## config.mk

```make
export PLATFORM = sky130hd
export DESIGN_NAME = simd_addsub256
export DESIGN_NICKNAME = d
export VERILOG_FILES = /design/src/rtl/simd_addsub_pkg.sv /design/src/rtl/simd_addsub_ctrl.sv /design/src/rtl/simd_addsub_dp.sv /design/src/rtl/simd_addsub256.sv
export SDC_FILE = /design/constraint.sdc
export NUM_CORES = 1
export LEC_CHECK = 0
export BUFFER_PORTS_ARGS = -buffer_cell sky130_fd_sc_hd__buf_2
export CORE_AREA = 5 5 314 316
export CTS_CLUSTER_SIZE = 28
export DETAILED_ROUTE_END_ITERATION = 6
export DIE_AREA = 0 0 319 321
export SLEW_MARGIN = 20
export SYNTH_ARGS = -nofsm -noshare
export SYNTH_HDL_FRONTEND = slang
export SYNTH_HIERARCHICAL = 1
export SYNTH_SLANG_ARGS = --single-unit
```

## constraint.sdc

```tcl
create_clock -name clk -period 121.8 [get_ports clk]
set_input_delay 18.27 -clock clk [delete_from_list [all_inputs] [get_ports clk]]
set_output_delay 18.27 -clock clk [all_outputs]
set_load 0.05 [all_outputs]
```

## src/rtl/simd_addsub_pkg.sv

```systemverilog
package simd_addsub_pkg;

  localparam int INSTR_W = 32;
  localparam int REG_IDX_W = 5;

  // upper 12 opcode bits (instruction bits 31:20)
  localparam logic [11:0] OPC_HI_NARROW = 12'b0111_0100_0000;
  localparam logic [11:0] OPC_HI_WIDE   = 12'b0111_0101_0010;

  typedef enum logic [2:0] {
    LANE8   = 3'd0,
    LANE16  = 3'd1,
    LANE32  = 3'd2,
    LANE64  = 3'd3,
    LANE128 = 3'd4
  } laneSel_e;

  typedef struct packed {
    logic                 writeEn;
    logic                 flagIllegal;
    logic                 doSub;
    laneSel_e             lane;
    logic [REG_IDX_W-1:0] dst;
  } ctrlStrobe_t;

endpackage

```

## src/rtl/simd_addsub_ctrl.sv

```systemverilog
module simd_addsub_ctrl
  import simd_addsub_pkg::*;
(
  input  logic               extEnable,
  input  logic               instrValid,
  input  logic [INSTR_W-1:0] instrWord,
  output ctrlStrobe_t        ctl
);

  logic [11:0] opcHi;
  logic [4:0]  opcLo;
  logic        legal;
  logic        doSub;
  laneSel_e    lane;

  assign opcHi = instrWord[31:20];
  assign opcLo = instrWord[19:15];

  always_comb begin
    legal = 1'b0;
    doSub = 1'b0;
    lane  = LANE8;
    if (opcHi == OPC_HI_NARROW) begin
      if (opcLo[4:2] == 3'b101) begin
        legal = 1'b1;
        lane  = laneSel_e'({1'b0, opcLo[1:0]});
      end else if (opcLo[4:2] == 3'b110) begin
        legal = 1'b1;
        doSub = 1'b1;
        lane  = laneSel_e'({1'b0, opcLo[1:0]});
      end
    end else if (opcHi == OPC_HI_WIDE && opcLo[4:1] == 4'b1101) begin
      legal = 1'b1;
      doSub = opcLo[0];
      lane  = LANE128;
    end
  end

  always_comb begin
    ctl.writeEn     = instrValid && legal && extEnable;
    ctl.flagIllegal = instrValid && !(legal && extEnable);
    ctl.doSub       = doSub;
    ctl.lane        = lane;
    ctl.dst         = instrWord[REG_IDX_W-1:0];
  end

endmodule

```

## src/rtl/simd_addsub_dp.sv

```systemverilog
module simd_addsub_dp
  import simd_addsub_pkg::*;
#(
  parameter int DATA_W = 256,
  parameter int SEG_W  = 8
) (
  input  logic                 clk,
  input  logic                 rst,
  input  ctrlStrobe_t          ctl,
  input  logic [DATA_W-1:0]    srcA,
  input  logic [DATA_W-1:0]    srcB,
  output logic                 resValid,
  output logic [REG_IDX_W-1:0] dstIdx,
  output logic [DATA_W-1:0]    result,
  output logic                 illegal
);

  localparam int NUM_SEG   = DATA_W / SEG_W;
  localparam int SEG_IDX_W = $clog2(NUM_SEG);

  logic [SEG_IDX_W-1:0] laneMask;
  logic [NUM_SEG-1:0]   laneStart;
  logic [NUM_SEG-1:0]   carry;
  logic [DATA_W-1:0]    sumNext;

  // a lane starts at every segment whose index is a multiple of the lane size
  always_comb begin
    laneMask = SEG_IDX_W'((1 << ctl.lane) - 1);
    for (int i = 0; i < NUM_SEG; i++) begin
      laneStart[i] = ((SEG_IDX_W'(i) & laneMask) == '0);
    end
  end

  assign carry[0] = 1'b0;

  for (genvar g = 0; g < NUM_SEG; g++) begin : g_seg
    logic [SEG_W-1:0] aSeg;
    logic [SEG_W-1:0] bSeg;
    logic             cin;
    assign aSeg = srcA[g*SEG_W +: SEG_W];
    assign bSeg = ctl.doSub ? ~srcB[g*SEG_W +: SEG_W] : srcB[g*SEG_W +: SEG_W];
    assign cin  = laneStart[g] ? ctl.doSub : carry[g];
    if (g < NUM_SEG - 1) begin : g_mid
      assign {carry[g+1], sumNext[g*SEG_W +: SEG_W]} =
        {1'b0, aSeg} + {1'b0, bSeg} + {{SEG_W{1'b0}}, cin};
    end else begin : g_last
      assign sumNext[g*SEG_W +: SEG_W] = aSeg + bSeg + {{(SEG_W-1){1'b0}}, cin};
    end
  end

  always_ff @(posedge clk) begin
    if (rst) begin
      resValid <= 1'b0;
      illegal  <= 1'b0;
    end else begin
      resValid <= ctl.writeEn;
      illegal  <= ctl.flagIllegal;
    end
  end

  always_ff @(posedge clk) begin
    if (ctl.writeEn && !rst) begin
      result <= sumNext;
      dstIdx <= ctl.dst;
    end
  end

endmodule

```

## src/rtl/simd_addsub256.sv

```systemverilog
module simd_addsub256
  import simd_addsub_pkg::*;
#(
  parameter int DATA_W = 256,
  parameter int SEG_W  = 8
) (
  input  logic                 clk,
  input  logic                 rst,
  input  logic                 extEnable,
  input  logic                 instrValid,
  input  logic [INSTR_W-1:0]   instrWord,
  input  logic [DATA_W-1:0]    srcA,
  input  logic [DATA_W-1:0]    srcB,
  output logic                 resValid,
  output logic [REG_IDX_W-1:0] dstIdx,
  output logic [DATA_W-1:0]    result,
  output logic                 illegal
);

  ctrlStrobe_t ctl;

  simd_addsub_ctrl u_ctrl (
    .extEnable (extEnable),
    .instrValid(instrValid),
    .instrWord (instrWord),
    .ctl       (ctl)
  );

  simd_addsub_dp #(.DATA_W(DATA_W), .SEG_W(SEG_W)) u_dp (
    .clk     (clk),
    .rst     (rst),
    .ctl     (ctl),
    .srcA    (srcA),
    .srcB    (srcB),
    .resValid(resValid),
    .dstIdx  (dstIdx),
    .result  (result),
    .illegal (illegal)
  );

endmodule

```

---- Word-level counts from Yosys, hierarchy flattened ----
Index checks and enable logic that the tools add are counted.
storage, ports and cells
  bits in registers ....................... 263
  input port bits ......................... 548
  output and inout bits ................... 263
  word-level logic and storage cells ...... 220
operators by class
  add/subtract/negate cells ............... 65
  equal/unequal tests ..................... 5
  shift operators ......................... 1
  muxes and demuxes ....................... 74
  bitwise logic cells ..................... 32
  reduce and logical (&&, ||, !) cells .... 39
operator list
  kind                                                    count
  adder 8 x 8 -> 9 bit                                    31
  adder 9 x 1 -> 9 bit                                    31
  2-to-1 mux 8 bit                                        32
  inverter 8 bit                                          32
  zero test 5 bit                                         31
  2-to-1 mux 1 bit                                        38
  equality test 12 x 11 -> 1 bit (second input constant)  2
  2-to-1 mux 3 bit                                        3
  adder 8 x 1 -> 8 bit                                    1
  adder 8 bit                                             1
  equality test 3 bit (second input constant)             2
  logical AND 1 bit                                       6
  left shift 1 x 3 -> 5 bit (first input constant)        1
  subtractor 5 x 2 -> 5 bit (second input constant)       1
  equality test 4 bit (second input constant)             1
  zero test 1 bit                                         2
  2-to-1 mux 2 bit                                        1

---- Logic depth before layout (Yosys ltp) ----
Gate-level depths: netlist (run 1).
  depth after elaboration ................. 69
  gate-level depth with buffers ........... 232
  mapped depth without buffers ............ 228

---- Cells and area by module ----
The synthesis (run 1) kept the hierarchy.
modules (own cells, without submodules)
  module            instances  cells an instance  area an instance (um^2)  seq. area each (um^2)
  simd_addsub_dp    1          2005               21160.3                  7877.6
  simd_addsub_ctrl  1          32                 217.7                    0.0

---- Worst setup path after synthesis (run 1) ----
OpenSTA, ideal clock, no wires.
  path kind ............................... in2reg
  start point ............................. in instrWord[20]
  end point ............................... reg u_dp.result[254] (data pin)
  setup time .............................. 0.260 ns
  arrival time ............................ 64.034 ns
  required time ........................... 121.540 ns
  path slack .............................. 57.505 ns
  cell stages on the path ................. 232
  buffers on the path ..................... 4
  cells stage by stage .................... nor4_1 > nand4_1 > a21oi_1 > buf_4 > clkbuf_2 > clkbuf_1 > buf_2 > xor2_1 > inv_1 > fa_1 > nor2b_1 > o31a_1 > nor3_1 > o21ai_0 > o311ai_0 > fa_1 > fa_1 > nor2b_1 > (+196 left out) > o21a_1 > o21a_1 > o21ai_0 > nor2b_1 > fa_1 > fa_1 > nor2b_1 > o31a_1 > nor3_1 > o21ai_0 > o311ai_0 > fa_1 > fa_1 > nor2b_1 > o21ai_0 > a21boi_0 > mux2i_1 > nand2_1
on the way
  cells in the longest elaborated chain, start to end .. 69
  elaborated cells between the ends (all ways) .. 167
  those cells by class .................... add/sub (65); eq/ne (2); shift (1); mux (67); reduce/logical (32)
ends and longest elaborated chain
  what                            line                    source
  from (decl)                     simd_addsub256.sv:11    input logic [INSTR_W-1:0] instrWord,
  equality test 12 x 11 -> 1 bit  simd_addsub_ctrl.sv:32  end else if (opcHi == OPC_HI_WIDE && opcLo[4:1] == 4'b1101) begin
  logical AND 1 bit               simd_addsub_ctrl.sv:32
  2-to-1 mux 1 bit                simd_addsub_ctrl.sv:32
  2-to-1 mux 1 bit *              simd_addsub_ctrl.sv:23  if (opcHi == OPC_HI_NARROW) begin
  net u_ctrl.doSub                simd_addsub_ctrl.sv:13  logic doSub;
  2-to-1 mux 8 bit                simd_addsub_dp.sv:41    assign bSeg = ctl.doSub ? ~srcB[g*SEG_W +: SEG_W] : srcB[g*SEG_W +: SEG_W];
  adder 8 x 8 -> 9 bit            simd_addsub_dp.sv:45    {1'b0, aSeg} + {1'b0, bSeg} + {{SEG_W{1'b0}}, cin};
  adder 9 x 1 -> 9 bit            simd_addsub_dp.sv:45
  (+55 left out)                  -
  adder 9 x 1 -> 9 bit            simd_addsub_dp.sv:45
  2-to-1 mux 1 bit                simd_addsub_dp.sv:42    assign cin = laneStart[g] ? ctl.doSub : carry[g];
  adder 9 x 1 -> 9 bit            simd_addsub_dp.sv:45
  2-to-1 mux 1 bit                simd_addsub_dp.sv:42
  adder 9 x 1 -> 9 bit            simd_addsub_dp.sv:45
  2-to-1 mux 1 bit                simd_addsub_dp.sv:42
  adder 8 x 1 -> 8 bit *          simd_addsub_dp.sv:47    assign sumNext[g*SEG_W +: SEG_W] = aSeg + bSeg + {{(SEG_W-1){1'b0}}, cin};
  net u_dp.sumNext[254]           simd_addsub_dp.sv:24    logic [DATA_W-1:0] sumNext;
  to (signal assigned)            simd_addsub_dp.sv:63    result <= sumNext;
  to (decl)                       simd_addsub_dp.sv:14    output logic [DATA_W-1:0] result,
The timed path passes the listed nets; every way through them passes the cells marked *.
A chain may end at the register's enable or synchronous reset.

==> results of run 1 <==
[logic make-up after synthesis]
family	after synthesis	synth area share
buf+inv	221	0.0419
fa+ha+maj	286	0.190
xor+xnor	390	0.160
mux	7	0.00328
compound gates	392	0.126
flops	263	0.368
simple gates	478	0.111
[per-stage QoR]
| step | total power [uW] | worst slack, ps | cell area, um^2 | util |
|---|---|---|---|---|
| 3_3_place_gp | 170 | 48030 | 27000 | 0.282 |
| 2_1_floorplan | 148 | 57510 | 21400 | - |
| 3_5_place_dp | 171 | 47850 | 27000 | 0.282 |
| 5_1_grt | 292 | 44850 | 28200 | 0.294 |
| 4_1_cts | 282 | 48270 | 28200 | 0.294 |
| 6_report | 277 | 48340 | 28200 | 0.295 |
[synthesized netlist by cell type (all sizes together), types with 2 or more instances]
library cell and n:
a2bb2oi 4, o2111ai 12, inv 179, or2 2, nand3b 19, edfxtp 261
o21bai 5, a21oi 71, o311ai 7, buf 35, nor2b 78, nor4 3
dfxtp 2, nor4b 3, a221oi 22, o41ai 12, xnor2 143, a41oi 4
clkbuf 7, o21ai 85, o21a 103, mux2i 7, o221ai 3, o31a 26
fa 63, nand2b 6, ha 223, a211oi 9, nand3 43, and3 13
nor3 72, or3 2, a21boi 4, nand4 8, a21o 3, o211ai 20
xor2 247, nand4b 3, nand2 52, nor2 172
[flip-flops by register name, summed over array words and instances (netlist names)]
signal / flops
u_dp/resValid: 1
u_dp/result: 256
u_dp/illegal: 1
u_dp/dstIdx: 5
[power breakdown]
| group | total, uW | leakage [uW] | internal [uW] | switching [uW] |
|---|---|---|---|---|
| Clock | 107 | 0.000562 | 61.3 | 46.1 |
| Combinational | 66.4 | 0.00980 | 31.0 | 35.4 |
| Sequential | 103 | 0.00238 | 103 | 0.00438 |
[cell type report]
class / count / share of cell area
inverters: 179 / 0.0238
clock buffers: 42 / 0.0342
well taps: 1276 / 0.0566
repair buffers: 823 / 0.148
flip-flops and latches: 263 / 0.279
clock inverters: 24 / 0.00692
multi-input cells: 1553 / 0.449
diodes: 28 / 0.00248
[path summary, 6_finish.rpt]
check,from,endpoint
worst min-delay path,instrWord[2],u_dp/dstIdx[2]
worst max-delay path,instrWord[20],u_dp/result[254]
[routing by layer]
metal | track usage | up-vias | part of all wire
met4 | 0.0632 | 28 | 0.040
met2 | 0.270 | 719 | 0.47
li1 | - | 8907 | -
met1 | 0.185 | 8570 | 0.40
met3 | 0.0698 | 162 | 0.097
met5 | 0 | - | 0.0020
[placed cells by master, fill, tap and decap left out, types with 5 or more instances in the layout]
master,instances
buf_2,800
edfxtp_1,261
xor2_1,247
ha_1,223
inv_1,179
nor2_1,170
xnor2_1,143
o21a_1,103
o21ai_0,85
nor2b_1,77
nor3_1,69
fa_1,63
a21oi_1,62
nand2_1,52
nand3_1,43
clkbuf_16,37
diode_2,28
o31a_1,26
a221oi_1,22
buf_4,22
o211ai_1,20
nand3b_1,19
o2111ai_1,12
o41ai_1,12
clkinv_1,11
a211oi_1,9
nand4_1,8
a21oi_2,8
and3_1,7
mux2i_1,7
o311ai_0,7
and3_4,6
nand2b_1,6
o21bai_1,5
==> impl_metrics.yaml, run 1 <==
outcome:
  status: "complete, no violations"
yosys:
  async_flop_share: 0
  synth-seq-cells: 263
  yosysTopAreaCellShare: 0.367
  synth_edf_count: 261
  synth_nets: 2871
  post-synth-top-area-cell: "edfxtp_1"
  synthCells: 2037
  synth_area_leaders: "edfxtp_1 (37%), ha_1 (13%), xor2_1 (10%)"
  ys_types: 52
  synth_warnings: 6
  ys_seq_area_frac: 0.368
  avgSynthCellArea_um2: 10.5
  netlist_area_um2: 21400
  synthFlopType: "edfxtp_1"
drt:
  avgViaCountPerCell: 4.39
  drt_iter0_markers: 1036
  totalWireLength_mm: 87.5
  wl_per_cell_um: 20.9
  drc_errors: 0
  firstDrtPassIters: 5
  ant_nets: 0
  vias: 18400
timing:
  finalCritPeriodShare: 0.603
  setup_tns_ps: 0
  max_freq_ghz: 0.0136
  whs_ps: 17870
  finalSetupViolCount: 0
  worst_pin_slew_ps: 1140
  slew_headroom: 0.230
  hold_viol: 0
  period_needed_ps: 73460
  slew_viol_final: 0
  grt_setup_unrepaired: "no"
cts:
  hold_buffers: 0
  clock-sinks: 263
  clockRootBuffer: "clkbuf_16"
  cts_buffer_depth: 3
  numCtsBuffers: 37
  cts_resized: 0
  cts_max_level: 2
  clkSlewWorstSetupHoldPaths_ps: 50
  cts_setup_buffers: 0
  cts_tree: "built"
place:
  port_buffers: 800
  routabilityCongestion: 0.939
  numPlacedInstances: 4094
  dp.final_hpwl_mm: 72.6
worst_setup_path:
  path_common_cell: "fa_1"
  slowest_delay_ps: 770
  crit_path_end_kind: "flop"
  start_kind: "primary input"
  crit_buf_inv: 3
  path_class: "in -> reg"
  crit_path_top_delay_cell: "buf_4"
  required_ps: 122120
  critPathArrivalTime_ps: 73770
  path_delay_family: "adder cells"
  cp_max_fo: 47
  cp_num_cells: 228
grt:
  grtUsageTotal: 0.162
  grt_pass1_wl_mm: 122
  first_global_vias: 18600
  antenna_found_initial: 47
  globalRouteOverflowTotal: 0
  grt_max_degree: 92
pwr:
  p_leak_uw: 0.0127
  vdd_drop_max_mv: 0.00730
  p_per_area_nw_per_um2: 9.81
final_layout:
  seq_area_um2: 7880
  syn_to_final_growth_pct: 32.0
  multi_input_area_um2: 12700
  layout.nets: 3691
  final_cell_count_no_fill: 4188
  final_layout_size_suffix_gt1_frac: 0.312
  fillers: 10100
run:
  cap_viol_max_count: 0
die:
  initial_core_util: 0.223
  die_w_um: 319
  num_rows: 114
  die-area_um2: 102000
  core-area_um2: 95700
  die_y_um: 321
  boundaryPins: 811
worst_hold_path:
  hp-class: "in -> reg"
  min_path_cells: 1
Note: power is estimated with default switching activity, not from simulation.
==> run 2, diff against run 1 <==
--- a/config.mk
+++ b/config.mk
@@ -6,10 +6,10 @@
 export NUM_CORES = 1
 export LEC_CHECK = 0
 export BUFFER_PORTS_ARGS = -buffer_cell sky130_fd_sc_hd__buf_2
-export CORE_AREA = 5 5 314 316
+export CORE_AREA = 5 5 316 318
 export CTS_CLUSTER_SIZE = 28
 export DETAILED_ROUTE_END_ITERATION = 6
-export DIE_AREA = 0 0 319 321
+export DIE_AREA = 0 0 321 323
 export SLEW_MARGIN = 20
 export SYNTH_ARGS = -nofsm -noshare
 export SYNTH_HDL_FRONTEND = slang
==> constraint.sdc (replaced) <==
create_clock -name clk -period 73.6 [get_ports clk]
set_input_delay 11.04 -clock clk [delete_from_list [all_inputs] [get_ports clk]]
set_output_delay 11.04 -clock clk [all_outputs]
set_load 0.05 [all_outputs]
==> run 2 against run 1 <==
Compared with the run above: utilization is 0.19 points lower; global-route usage shrank 0.27 points; clock-buffer cell count increased by 9; sequential power rose by 66%; non-clock buffer count up 2; cell area about the same; critical path type unchanged; highest routed layer unchanged.
==> impl_metrics.yaml, run 2 (synthesized netlist as in run 1, its figures left out) <==
outcome:
  status: "complete, no violations"
grt:
  first_global_vias: 18600
  grt_pass1_wl_mm: 121
  globalRouteOverflowTotal: 0
  antenna_found_initial: 53
  grt_max_degree: 70
  grtUsageTotal: 0.159
final_layout:
  seq_area_um2: 7880
  syn_to_final_growth_pct: 32.0
  finish.instance_area_um2: 28200
  layout.nets: 3693
  layout_common_cells: "buf_2 (800), edfxtp_1 (261), xor2_1 (247), ha_1 (223), inv_1 (179)"
  multi_input_area_um2: 12700
  top_register: "u_dp/result"
  fillers: 10100
  final_layout_size_suffix_gt1_frac: 0.312
  final_common_cell: "buf_2"
  top_regs: "u_dp/result x256, u_dp/dstIdx x5"
  largest_reg_flops: 256
worst_setup_path:
  crit_path_end_kind: "flop"
  slowest_delay_ps: 580
  cp_max_fo: 30
  path_class: "in -> reg"
  crit_buf_inv: 3
  required_ps: 73920
  start_kind: "primary input"
  critPathArrivalTime_ps: 64750
  path_delay_family: "adder cells"
  path_common_cell: "fa_1"
  crit_path_top_delay_cell: "buf_4"
place:
  port_buffers: 800
  dp.final_hpwl_mm: 72.9
  routabilityCongestion: 0.894
  dpl-instance-area_um2: 27000
  dp_slack_ps: 8130
timing:
  slew_viol_final: 0
  worst_pin_slew_ps: 966
  grt_setup_unrepaired: "no"
  fin_ws_ps: 9170
  finalSetupViolCount: 0
  period_needed_ps: 64430
  hold_viol: 0
  setup_tns_ps: 0
  slew_headroom: 0.356
  max_freq_ghz: 0.0155
  finalCritPeriodShare: 0.875
drt:
  drt_iter0_markers: 893
  totalWireLength_mm: 87.3
  wl_per_cell_um: 20.9
  firstDrtPassIters: 5
  ant_nets: 0
  drc_errors: 0
  avgViaCountPerCell: 4.42
  vias: 18500
cts:
  cts_resized: 0
  numCtsBuffers: 37
  cts_buffer_depth: 3
  cts_max_level: 2
  cts_tree: "built"
  cts_setup_buffers: 0
  clkSlewWorstSetupHoldPaths_ps: 60
  clock-sinks: 263
  hold_buffers: 0
  clockRootBuffer: "clkbuf_16"
pwr:
  vdd_drop_max_mv: 0.0118
  p_per_area_nw_per_um2: 16.2
  p_leak_uw: 0.0128
worst_hold_path:
  min_path_cells: 1
  worstHoldStart: "instrWord[1]"
  hold_end: "u_dp/dstIdx[1]"
  hp-class: "in -> reg"
die:
  die-area_um2: 104000
  initial_core_util: 0.222
  die_y_um: 323
  die_w_um: 321
  num_rows: 114
  core-area_um2: 96300
  boundaryPins: 811
run:
  cap_viol_max_count: 0
==> run 2: changes by cell type in the layout (fill, tap and decap cells not counted) <==
cell        before  now
buf_12           1    0
buf_4           22   25
clkbuf_1         3   10
clkbuf_16       37   39
clkinv_1        11    6
clkinv_2         4    6
clkinv_4         2    0
clkinv_8         2    0
clkinvlp_4       2    1
diode_2         28   17
o311ai_0         7    6
o311ai_1         0    1
==> run 2: final cells by class <==
| cell class | count | area share |
|---|---|---|
| multi-input combinational | 1553 | 0.449 |
| tap | 1276 | 0.0566 |
| timing repair buffer | 825 | 0.149 |
| clock inverter | 16 | 0.00457 |
| clock buffer | 51 | 0.0369 |
| inverter | 179 | 0.0238 |
| sequential | 263 | 0.279 |
| antenna | 17 | 0.00151 |
==> run 2: metrics by stage <==
step,power [uW],instances,util,hold slack (ps)
3_5_place_dp,282,4096,0.280,11220
3_3_place_gp,280,4096,0.280,11220
4_1_cts,465,4163,0.293,10590
2_1_floorplan,245,2037,-,11110
5_1_grt,482,4170,0.293,10600
6_report,458,4180,0.293,10650
==> run 2: report_power, final <==
group | internal, uW | total (uW) | switching, uW
sequential | 171 | 171 | 0.00599
combinational | 51.2 | 108 | 57.2
clock | 106 | 178 | 72.8
==> run 2: worst max path at each step <==
| stage | start | end | slack [ps] | cells past startpoint |
|---|---|---|---|---|
| final | instrWord[20] | u_dp/result[254] | 9170 | 230 |
| after global routing | instrWord[20] | u_dp/result[254] | 5560 | 230 |
| after CTS | instrWord[20] | u_dp/result[254] | 8610 | 230 |
| after detailed placement | instrWord[20] | u_dp/result[254] | 8130 | 230 |
| after global placement | instrWord[20] | u_dp/result[254] | 8670 | 230 |
| after floorplan | instrWord[20] | u_dp/result[254] | 16540 | 232 |
==> run 2: per-layer routing <==
metal  vias up  GRT usage  share of wire
met1      8623      0.181           0.38
met2       758      0.276           0.48
li1       8900          -              -
met4        26     0.0517          0.031
met3       151     0.0619           0.10
met5         -          0         0.0019
==> run 3, diff against run 2 <==
--- a/config.mk
+++ b/config.mk
@@ -10,6 +10,7 @@
 export CTS_CLUSTER_SIZE = 28
 export DETAILED_ROUTE_END_ITERATION = 6
 export DIE_AREA = 0 0 321 323
+export PLACE_DENSITY = 0.52
 export SLEW_MARGIN = 20
 export SYNTH_ARGS = -nofsm -noshare
 export SYNTH_HDL_FRONTEND = slang
==> run 3 against run 2 <==
Compared with the run above: fmax decreased by 0.21%; highest routed layer unchanged; global-route usage decreased by 0.22 points; sequential share of layout area increased by 0.053 points; critical path type unchanged; largest power group is now sequential cells; sequential power about the same.
==> impl_metrics.yaml, run 3 (synthesized netlist as in run 1, its figures left out) <==
final_layout:
  layout.nets: 3691
  syn_to_final_growth_pct: 31.7
  layout_common_cells: "buf_2 (800), edfxtp_1 (261), xor2_1 (247), ha_1 (223), inv_1 (179)"
  final_common_cell: "buf_2"
  final_layout_size_suffix_gt1_frac: 0.312
  final_util: 0.292
  top_register: "u_dp/result"
  top_regs: "u_dp/result x256, u_dp/dstIdx x5"
  largest_reg_flops: 256
timing:
  whs_ps: 10660
  max_freq_ghz: 0.0155
  period_needed_ps: 64560
  slew_viol_final: 0
  hold_viol: 0
  finalCritPeriodShare: 0.877
  slew_headroom: 0.320
  worst_pin_slew_ps: 1020
  setup_tns_ps: 0
  finalSetupViolCount: 0
  grt_setup_unrepaired: "no"
worst_setup_path:
  critPathArrivalTime_ps: 64850
  start_kind: "primary input"
  path_class: "in -> reg"
  required_ps: 73890
  crit_buf_inv: 4
  slowest_delay_ps: 690
  cp_max_fo: 20
  crit_path_end_kind: "flop"
  path_common_cell: "fa_1"
  path_delay_family: "adder cells"
  crit_path_top_delay_cell: "a21oi_4"
run:
  cap_viol_max_count: 0
pwr:
  power_uw: 450
  vdd_drop_max_mv: 0.0126
  sw_frac_of_total: 0.286
  combPwrFrac: 0.239
  switchingPower_uw: 129
  internal-power_uw: 321
  p_per_area_nw_per_um2: 16.0
  clock_power_share: 0.381
  seq_power_share: 0.380
  p_leak_uw: 0.0127
die:
  die_y_um: 323
  num_rows: 114
  boundaryPins: 811
  die_w_um: 321
  core-area_um2: 96300
  die-area_um2: 104000
  initial_core_util: 0.222
drt:
  vias: 18300
  ant_nets: 0
  totalWireLength_mm: 85.8
  drt_iter0_markers: 842
  avgViaCountPerCell: 4.38
  firstDrtPassIters: 5
  wl_per_cell_um: 20.5
  drc_errors: 0
place:
  port_buffers: 800
  dp.final_hpwl_mm: 71.3
  routabilityCongestion: 0.914
grt:
  grt_max_degree: 138
  grtUsageTotal: 0.157
  first_global_vias: 18600
  globalRouteOverflowTotal: 0
  antenna_found_initial: 44
  grt_pass1_wl_mm: 121
cts:
  clock-sinks: 263
  cts_max_level: 2
  clockRootBuffer: "clkbuf_16"
  cts_setup_buffers: 0
  cts_resized: 0
  clkSlewWorstSetupHoldPaths_ps: 60
  cts_buffer_depth: 3
  numCtsBuffers: 36
  cts_tree: "built"
  hold_buffers: 0
outcome:
  status: "complete, no violations"
worst_hold_path:
  hp-class: "in -> reg"
## run 3: path summary, 6_finish.rpt
kind / startpoint / to / slack (ps) / cells after the start
worst max-delay path: instrWord[20] / u_dp/result[254] / 9040 / 231
worst min-delay path: instrWord[3] / u_dp/dstIdx[3] / 10660 / 1
## run 3: power groups by stage
stage               clock network, uW  registers, uW  logic (uW)
floorplan                           0            174        71.5
global placement                    0            174         106
detailed placement                  0            174         108
CTS                               179            171         108
global route                      184            171         121
finish                            171            171         108
## run 3: through the flow
step / cell area, um^2 / worst slack [ps] / instances
2_1_floorplan: 21400 / 16540 / 2037
3_3_place_gp: 27000 / 8630 / 4095
3_5_place_dp: 27000 / 8320 / 4095
4_1_cts: 28100 / 8730 / 4158
5_1_grt: 28100 / 5100 / 4166
6_report: 28200 / 9040 / 4177
## run 3: area by class of cell
class | instances | area, um^2
antenna | 19 | 47.5
clock buffer | 44 | 952
clock inverter | 19 | 154
fill | 10200 | 68100
inverter | 179 | 672
multi-input combinational | 1553 | 12700
sequential | 263 | 7880
tap | 1276 | 1600
timing repair buffer | 824 | 4200
## run 3: metal layers
| metal | GRT usage | vias to the layer above | wire length [um] |
|---|---|---|---|
| li1 | - | 8890 | - |
| met1 | 0.182 | 8513 | 33500 |
| met2 | 0.264 | 715 | 40300 |
| met3 | 0.0622 | 145 | 8720 |
| met4 | 0.0575 | 28 | 3080 |
| met5 | 0 | - | 197 |
